### config.mk
export PLATFORM = sky130hd
export DESIGN_NAME = tv_sync_gen
export DESIGN_NICKNAME = d
export VERILOG_FILES = /design/src/rtl/tvs_pkg.sv /design/src/rtl/tvs_timebase.sv /design/src/rtl/tvs_regs.sv /design/src/rtl/tvs_pulse.sv /design/src/rtl/tv_sync_gen.sv
export SDC_FILE = /design/constraint.sdc
export NUM_CORES = 1
export LEC_CHECK = 0
export CORE_MARGIN = 4
export CORE_UTILIZATION = 30
export DETAILED_ROUTE_END_ITERATION = 7
export GPL_ROUTABILITY_DRIVEN = 0
export PLACE_DENSITY_LB_ADDON = 0.12
export SYNTH_ARGS = -nofsm -noshare
export SYNTH_HDL_FRONTEND = slang
export SYNTH_SLANG_ARGS = --single-unit
export TNS_END_PERCENT = 100
### constraint.sdc
create_clock -name clk -period 6.6 [get_ports clk]
set_input_delay 0.66 -clock clk [delete_from_list [all_inputs] [get_ports clk]]
set_output_delay 0.66 -clock clk [all_outputs]
set_load 0.02 [all_outputs]
### src/rtl/tvs_pkg.sv
package tvs_pkg;
  localparam int unsigned HLW = 11;
  localparam logic [HLW-1:0] HL_LAST   = 11'd1249;
  localparam logic [HLW-1:0] HL_FIELD2 = 11'd625;
  localparam logic [HLW-1:0] HL_VBL    = 11'd50;
  localparam int unsigned CFG_OFF   = 0;
  localparam int unsigned CFG_LINE  = 1;
  localparam int unsigned CFG_EQ    = 2;
  localparam int unsigned CFG_BROAD = 3;
  localparam int unsigned CFG_N     = 4;

  typedef enum logic [1:0] {PK_NONE = 2'd0, PK_LINE = 2'd1, PK_EQ = 2'd2, PK_BROAD = 2'd3} pulse_kind_e;

  // Both fields share one pattern when measured from their own first half line.
  function automatic pulse_kind_e classify(input logic [HLW-1:0] hl, input logic odd_half);
    logic [HLW-1:0] rel;
    rel = (hl >= HL_FIELD2) ? hl - HL_FIELD2 : hl;
    if (rel < 11'd5)                          return PK_BROAD;
    else if (rel < 11'd10 || rel >= 11'd620)  return PK_EQ;
    else if (!odd_half)                       return PK_LINE;
    else                                      return PK_NONE;
  endfunction
endpackage

### src/rtl/tvs_timebase.sv
module tvs_timebase #(
  parameter int unsigned HALF_CLKS = 288,
  parameter int unsigned HW = 9
) (
  input  logic clk,
  input  logic rst_n,
  output logic [HW-1:0] hcnt,
  output logic [tvs_pkg::HLW-1:0] hl,
  output logic odd_half,
  output logic half_end,
  output logic frame_end
);
  import tvs_pkg::*;
  localparam logic [HW-1:0] HLAST = HW'(HALF_CLKS - 1);

  logic [HW-1:0]  hcnt_d;
  logic [HLW-1:0] hl_d;
  logic           odd_d;

  always_comb begin
    half_end  = (hcnt == HLAST);
    frame_end = half_end && (hl == HL_LAST);
    hcnt_d    = half_end ? '0 : hcnt + 1'b1;
    hl_d      = frame_end ? '0 : hl + 11'd1;
    odd_d     = ~odd_half;
  end

  always_ff @(posedge clk or negedge rst_n) begin
    if (!rst_n) begin
      hcnt     <= '0;
      hl       <= '0;
      odd_half <= 1'b0;
    end else begin
      hcnt <= hcnt_d;
      if (half_end) begin
        hl       <= hl_d;
        odd_half <= odd_d;
      end
    end
  end
endmodule

### src/rtl/tvs_regs.sv
module tvs_regs #(
  parameter int unsigned HW = 9,
  parameter int unsigned DEF_OFF = 8,
  parameter int unsigned DEF_LINE = 21,
  parameter int unsigned DEF_EQ = 11,
  parameter int unsigned DEF_BROAD = 123
) (
  input  logic clk,
  input  logic rst_n,
  input  logic sel,
  input  logic [1:0] addr,
  input  logic [HW-1:0] wdata,
  input  logic frame_end,
  output logic [tvs_pkg::CFG_N-1:0][HW-1:0] cfg_live
);
  import tvs_pkg::*;
  localparam logic [CFG_N-1:0][HW-1:0] DEFS =
    {HW'(DEF_BROAD), HW'(DEF_EQ), HW'(DEF_LINE), HW'(DEF_OFF)};

  logic [CFG_N-1:0][HW-1:0] shadow;

  for (genvar i = 0; i < CFG_N; i++) begin : g_reg
    logic          wr_en;
    logic [HW-1:0] shadow_d;
    logic [HW-1:0] live_d;

    always_comb begin
      wr_en    = sel && (addr == 2'(i));
      shadow_d = wr_en ? wdata : shadow[i];
      live_d   = frame_end ? shadow[i] : cfg_live[i];
    end

    always_ff @(posedge clk or negedge rst_n) begin
      if (!rst_n) begin
        shadow[i]   <= DEFS[i];
        cfg_live[i] <= DEFS[i];
      end else begin
        shadow[i]   <= shadow_d;
        cfg_live[i] <= live_d;
      end
    end
  end
endmodule

### src/rtl/tvs_pulse.sv
module tvs_pulse #(
  parameter int unsigned HALF_CLKS = 288,
  parameter int unsigned HW = 9
) (
  input  logic clk,
  input  logic rst_n,
  input  logic arm,
  input  logic [HW-1:0] hcnt,
  input  logic [HW-1:0] start,
  input  logic [HW-1:0] width,
  output logic q
);
  localparam logic [HW-1:0] HLAST = HW'(HALF_CLKS - 1);

  logic [HW:0] stop;
  logic set_c, clr_c, q_d;

  // Set/clear flop: clear wins, and the last clock of a half line always clears.
  always_comb begin
    stop  = {1'b0, start} + {1'b0, width};
    set_c = arm && (hcnt == start);
    clr_c = ({1'b0, hcnt} == stop) || (hcnt == HLAST);
    if (clr_c)      q_d = 1'b0;
    else if (set_c) q_d = 1'b1;
    else            q_d = q;
  end

  always_ff @(posedge clk or negedge rst_n) begin
    if (!rst_n) q <= 1'b0;
    else        q <= q_d;
  end
endmodule

### src/rtl/tv_sync_gen.sv
module tv_sync_gen #(
  parameter int unsigned HALF_CLKS = 288,
  parameter int unsigned DEF_OFF = 8,
  parameter int unsigned DEF_LINE = 21,
  parameter int unsigned DEF_EQ = 11,
  parameter int unsigned DEF_BROAD = 123,
  localparam int unsigned HW = $clog2(HALF_CLKS + 1)
) (
  input  logic clk,
  input  logic rst_n,
  input  logic ctl_sel,
  input  logic [1:0] ctl_addr,
  input  logic [HW-1:0] ctl_wdata,
  output logic csync,
  output logic hsync,
  output logic vblank,
  output logic field
);
  import tvs_pkg::*;

  logic [HW-1:0]  hcnt;
  logic [HLW-1:0] hl;
  logic           odd_half, half_end, frame_end;
  logic [CFG_N-1:0][HW-1:0] cfg_live;
  pulse_kind_e    kind;
  logic [HW-1:0]  cs_width;
  logic           vblank_d, field_d;

  tvs_timebase #(.HALF_CLKS(HALF_CLKS), .HW(HW)) u_tb (
    .clk(clk), .rst_n(rst_n), .hcnt(hcnt), .hl(hl), .odd_half(odd_half),
    .half_end(half_end), .frame_end(frame_end));

  tvs_regs #(.HW(HW), .DEF_OFF(DEF_OFF), .DEF_LINE(DEF_LINE), .DEF_EQ(DEF_EQ),
             .DEF_BROAD(DEF_BROAD)) u_regs (
    .clk(clk), .rst_n(rst_n), .sel(ctl_sel), .addr(ctl_addr), .wdata(ctl_wdata),
    .frame_end(frame_end), .cfg_live(cfg_live));

  always_comb begin
    kind = classify(hl, odd_half);
    case (kind)
      PK_BROAD: cs_width = cfg_live[CFG_BROAD];
      PK_EQ:    cs_width = cfg_live[CFG_EQ];
      default:  cs_width = cfg_live[CFG_LINE];
    endcase
    field_d  = (hl >= HL_FIELD2);
    vblank_d = (hl < HL_VBL) || (field_d && (hl < HL_FIELD2 + HL_VBL));
  end

  tvs_pulse #(.HALF_CLKS(HALF_CLKS), .HW(HW)) u_cs (
    .clk(clk), .rst_n(rst_n), .arm(kind != PK_NONE), .hcnt(hcnt),
    .start(cfg_live[CFG_OFF]), .width(cs_width), .q(csync));

  tvs_pulse #(.HALF_CLKS(HALF_CLKS), .HW(HW)) u_hs (
    .clk(clk), .rst_n(rst_n), .arm(!odd_half), .hcnt(hcnt),
    .start(cfg_live[CFG_OFF]), .width(cfg_live[CFG_LINE]), .q(hsync));

  always_ff @(posedge clk or negedge rst_n) begin
    if (!rst_n) begin
      vblank <= 1'b0;
      field  <= 1'b0;
    end else begin
      vblank <= vblank_d;
      field  <= field_d;
    end
  end
endmodule

==> out/results.tsv <==
stage	metric	value	unit
global_routing	grt_pass1_vias	3993	
timing	fin_skew	0.0133	ns
timing	rsz0062_at_grt	no	
route	dr.pass1.iters	4	
setup_path	critPathBufInv	1	
route	vias	3899	
die	die_w	145	um
die	io_pins	18	
setup_path	r2r_end	u_cs.q	
timing	fin_crit	5.80	ns
synth	ys.flop_type	dfrtp_1	
setup_path	critPathKind	flop to flop	
timing	slew-limit-headroom	46.5	%
timing	fmax	0.173	GHz
clock_tree	cts_tree	yes	
setup_path	crit_path_end_kind	flop	
die	dieArea	0.0210	sq mm
synth	syn_inst	535	
flow_run	maxCapViolations	0	
final_layout	synthToLayoutAreaGrowth	11.2	%
setup_path	reg2reg_from	u_tb.hl[0]	
synth	yosysTopAreaCell	dfrtp_1	
clock_tree	htreeDepth	3	
synth	avgSynthCellArea	10.5	sq um
final_layout	nNetsFinal	575	
clock_tree	cts_resized	0	
setup_path	cp.arrival	6.09	ns
setup_path	slowest_stage	a211oi_2	
placed_design	dp_hpwl	9270	um
clock_tree	post_cts_buffers	0	
timing	fin_crit_sh	87.8	%
clock_tree	cts_hold_buf	0	
route	drtAntennaViolNets	0	
die	std_cell_rows	49	
clock_tree	clk_pin_slew	0.07	ns
synth	syn_nets	574	
global_routing	antenna_found_initial	0	
route	wirelength	12700	um
synth	yosysSeqAreaShare	43.7	%
setup_path	r2r_slack	0.80	ns
final_layout	fin_util	34.4	%
setup_path	crit_family	compound AO/OA/AOI/OAI gates	
synth	synth.most_common_cell	dfrtp_1	
setup_path	worstRegToRegCells	18	
timing	slew_viol_final	0	
clock_tree	cts_sinks	97	
global_routing	grt_use_total	12.6	%
synth	ys_top_cells_by_count	dfrtp_1, mux2_2, nand2_1	
final_layout	diodes	0	
timing	finalHoldViolations	0	
synth	yosysTopAreaCellShare	31.6	%
synth	yosys-top-cells-area	dfrtp_1, dfstp_2, mux2_2	
setup_path	slowest_delay	0.70	ns
route	drt_iter0_markers	306	
timing	finalSetupViolations	0	
status	status	finished, final reports clean	
placed_design	dp_slack	0.753	ns
placed_design	numPortBuffers	17	
clock_tree	cts-root-buf	clkbuf_16	
setup_path	crit_path_start	u_tb.hl[0]	
power	total_leakage_power	2.63	nW
clock_tree	clk_path_buf_depth	2	
clock_tree	cts-buffers-inserted	9	
die	die_y	145	um
synth	netlist_area	0.00563	sq mm
setup_path	critPathMaxFanout	10	
setup_path	crit_required	6.90	ns
setup_path	path_common_cell	ha_1	
timing	fin_ws	0.804	ns
timing	tightest_slew	0.802	ns
setup_path	path_cells	inv_1, ha_1, nor3b_2, nor3_1, a32o_1, o32a_1, nor4bb_4, a211oi_2, a221oi_1, ha_1, a21oi_1, nor2_1, a2111oi_0, o21ai_0, and3b_1, o311ai_0, a22oi_1, o21ba_2	
synth	ys_async_sr_fraction	100	%
clock_tree	clock_latency	0.35	ns
synth	ys_warn_count	0	
synth	synth-edff-count	0	
hold_path	hold_class	input pin to asynchronous set/reset pin	
route	avgViaCountPerCell	5.06	
global_routing	grt_max_degree	59	
final_layout	drive_gt1_share	21.1	%
route	drc	0	
global_routing	grt_overflow	0	
die	start_util	30.9	%
die	design.core.area	0.0182	sq mm
synth	synth.distinct_cells	65	
power	p_per_area	204	mW/mm^2
route	avgRoutedWirePerCell	16.5	um
setup_path	start_kind	flop	
timing	tns	0	ns
power	ir_drop	117	uV
synth	ys_ff_latch	97	
global_routing	grt_pass1_wl	21500	um
[layout make-up]
type	instances	area [sq um]
Sequential cell	97	2460
Tap cell	229	287
Timing Repair Buffer	20	190
Clock buffer	11	233
Inverter	30	113
Fill cell	1832	12000
Multi-Input combinational cell	378	2910
Clock inverter	5	65.1
[routing by layer]
layer | global-route usage [%] | share of wire, %
met4 | 4.42 | 1.5
met5 | 0 | 0
met3 | 2.12 | 3.0
met1 | 18.5 | 51
met2 | 19.0 | 44
[power by group]
group	internal [mW]	switching [mW]	leakage, nW	total, mW
logic	0.0408	0.0287	1.29	0.0695
registers	0.647	0.0201	1.19	0.667
clock network	0.298	0.239	0.138	0.537
[worst max-delay path by stage]
stage                  end  slack (ns)  depth (start not counted)
detailed placement  u_cs.q        0.75                         18
floorplan           u_cs.q        1.46                         21
finish              u_cs.q        0.80                         18
global route        u_cs.q        0.14                         18
CTS                 u_cs.q        0.73                         18
global placement    u_cs.q        0.94                         18
[sequential cells by signal, indices dropped and copies added (netlist names), 9 cells and up]
signal / cells
u_regs.cfg_live: 36
u_regs.shadow: 36
u_tb.hcnt: 9
u_tb.hl: 11
[cell usage in the layout (no fill, tap or decap), types with 3 or more instances in the layout]
cell and n:
mux2_2 55, and3_1 5, a221oi_1 10, ha_1 23, clkbuf_16 9, inv_1 30, xnor2_1 33, dfstp_2 26
o21bai_1 3, nor3_1 8, o22ai_1 4, nand3_1 14, a31oi_1 4, nor2b_1 6, o21ai_0 32, a21o_1 7
dfrtp_1 71, nand2_1 35, clkdlybuf4s50_1 16, nand4_1 3, xor2_1 21, buf_4 4, nand4b_1 3, a2111oi_0 4
nor4_1 7, nor2_1 31, o211a_1 3, a21boi_0 3, and2_1 3, a21oi_1 16, o311ai_0 3
[per-stage QoR]
step / area, sq um / cells / hold WS [ns] / total power [mW]
final: 6260 / 770 / 0.286 / 1.27
after floorplan: 5630 / 535 / 0.364 / 0.714
after CTS: 6260 / 770 / 0.297 / 1.30
after global routing: 6260 / 770 / 0.335 / 1.33
after detailed placement: 5960 / 754 / 0.466 / 0.751
after global placement: 5960 / 754 / 0.462 / 0.747
[cells by family (layout without fill, tap and decap cells)]
| logic type | count (synthesis) | count (layout) | synth area share (%) |
|---|---|---|---|
| buf+inv | 60 | 66 | 4.58 |
| compound gates | 110 | 110 | 13.9 |
| flops | 97 | 97 | 43.7 |
| xor+xnor | 54 | 54 | 8.41 |
| mux | 57 | 57 | 11.4 |
| fa+ha+maj | 25 | 25 | 5.83 |
| simple gates | 132 | 132 | 12.3 |
No activity file was read; power rests on OpenSTA's default activity.
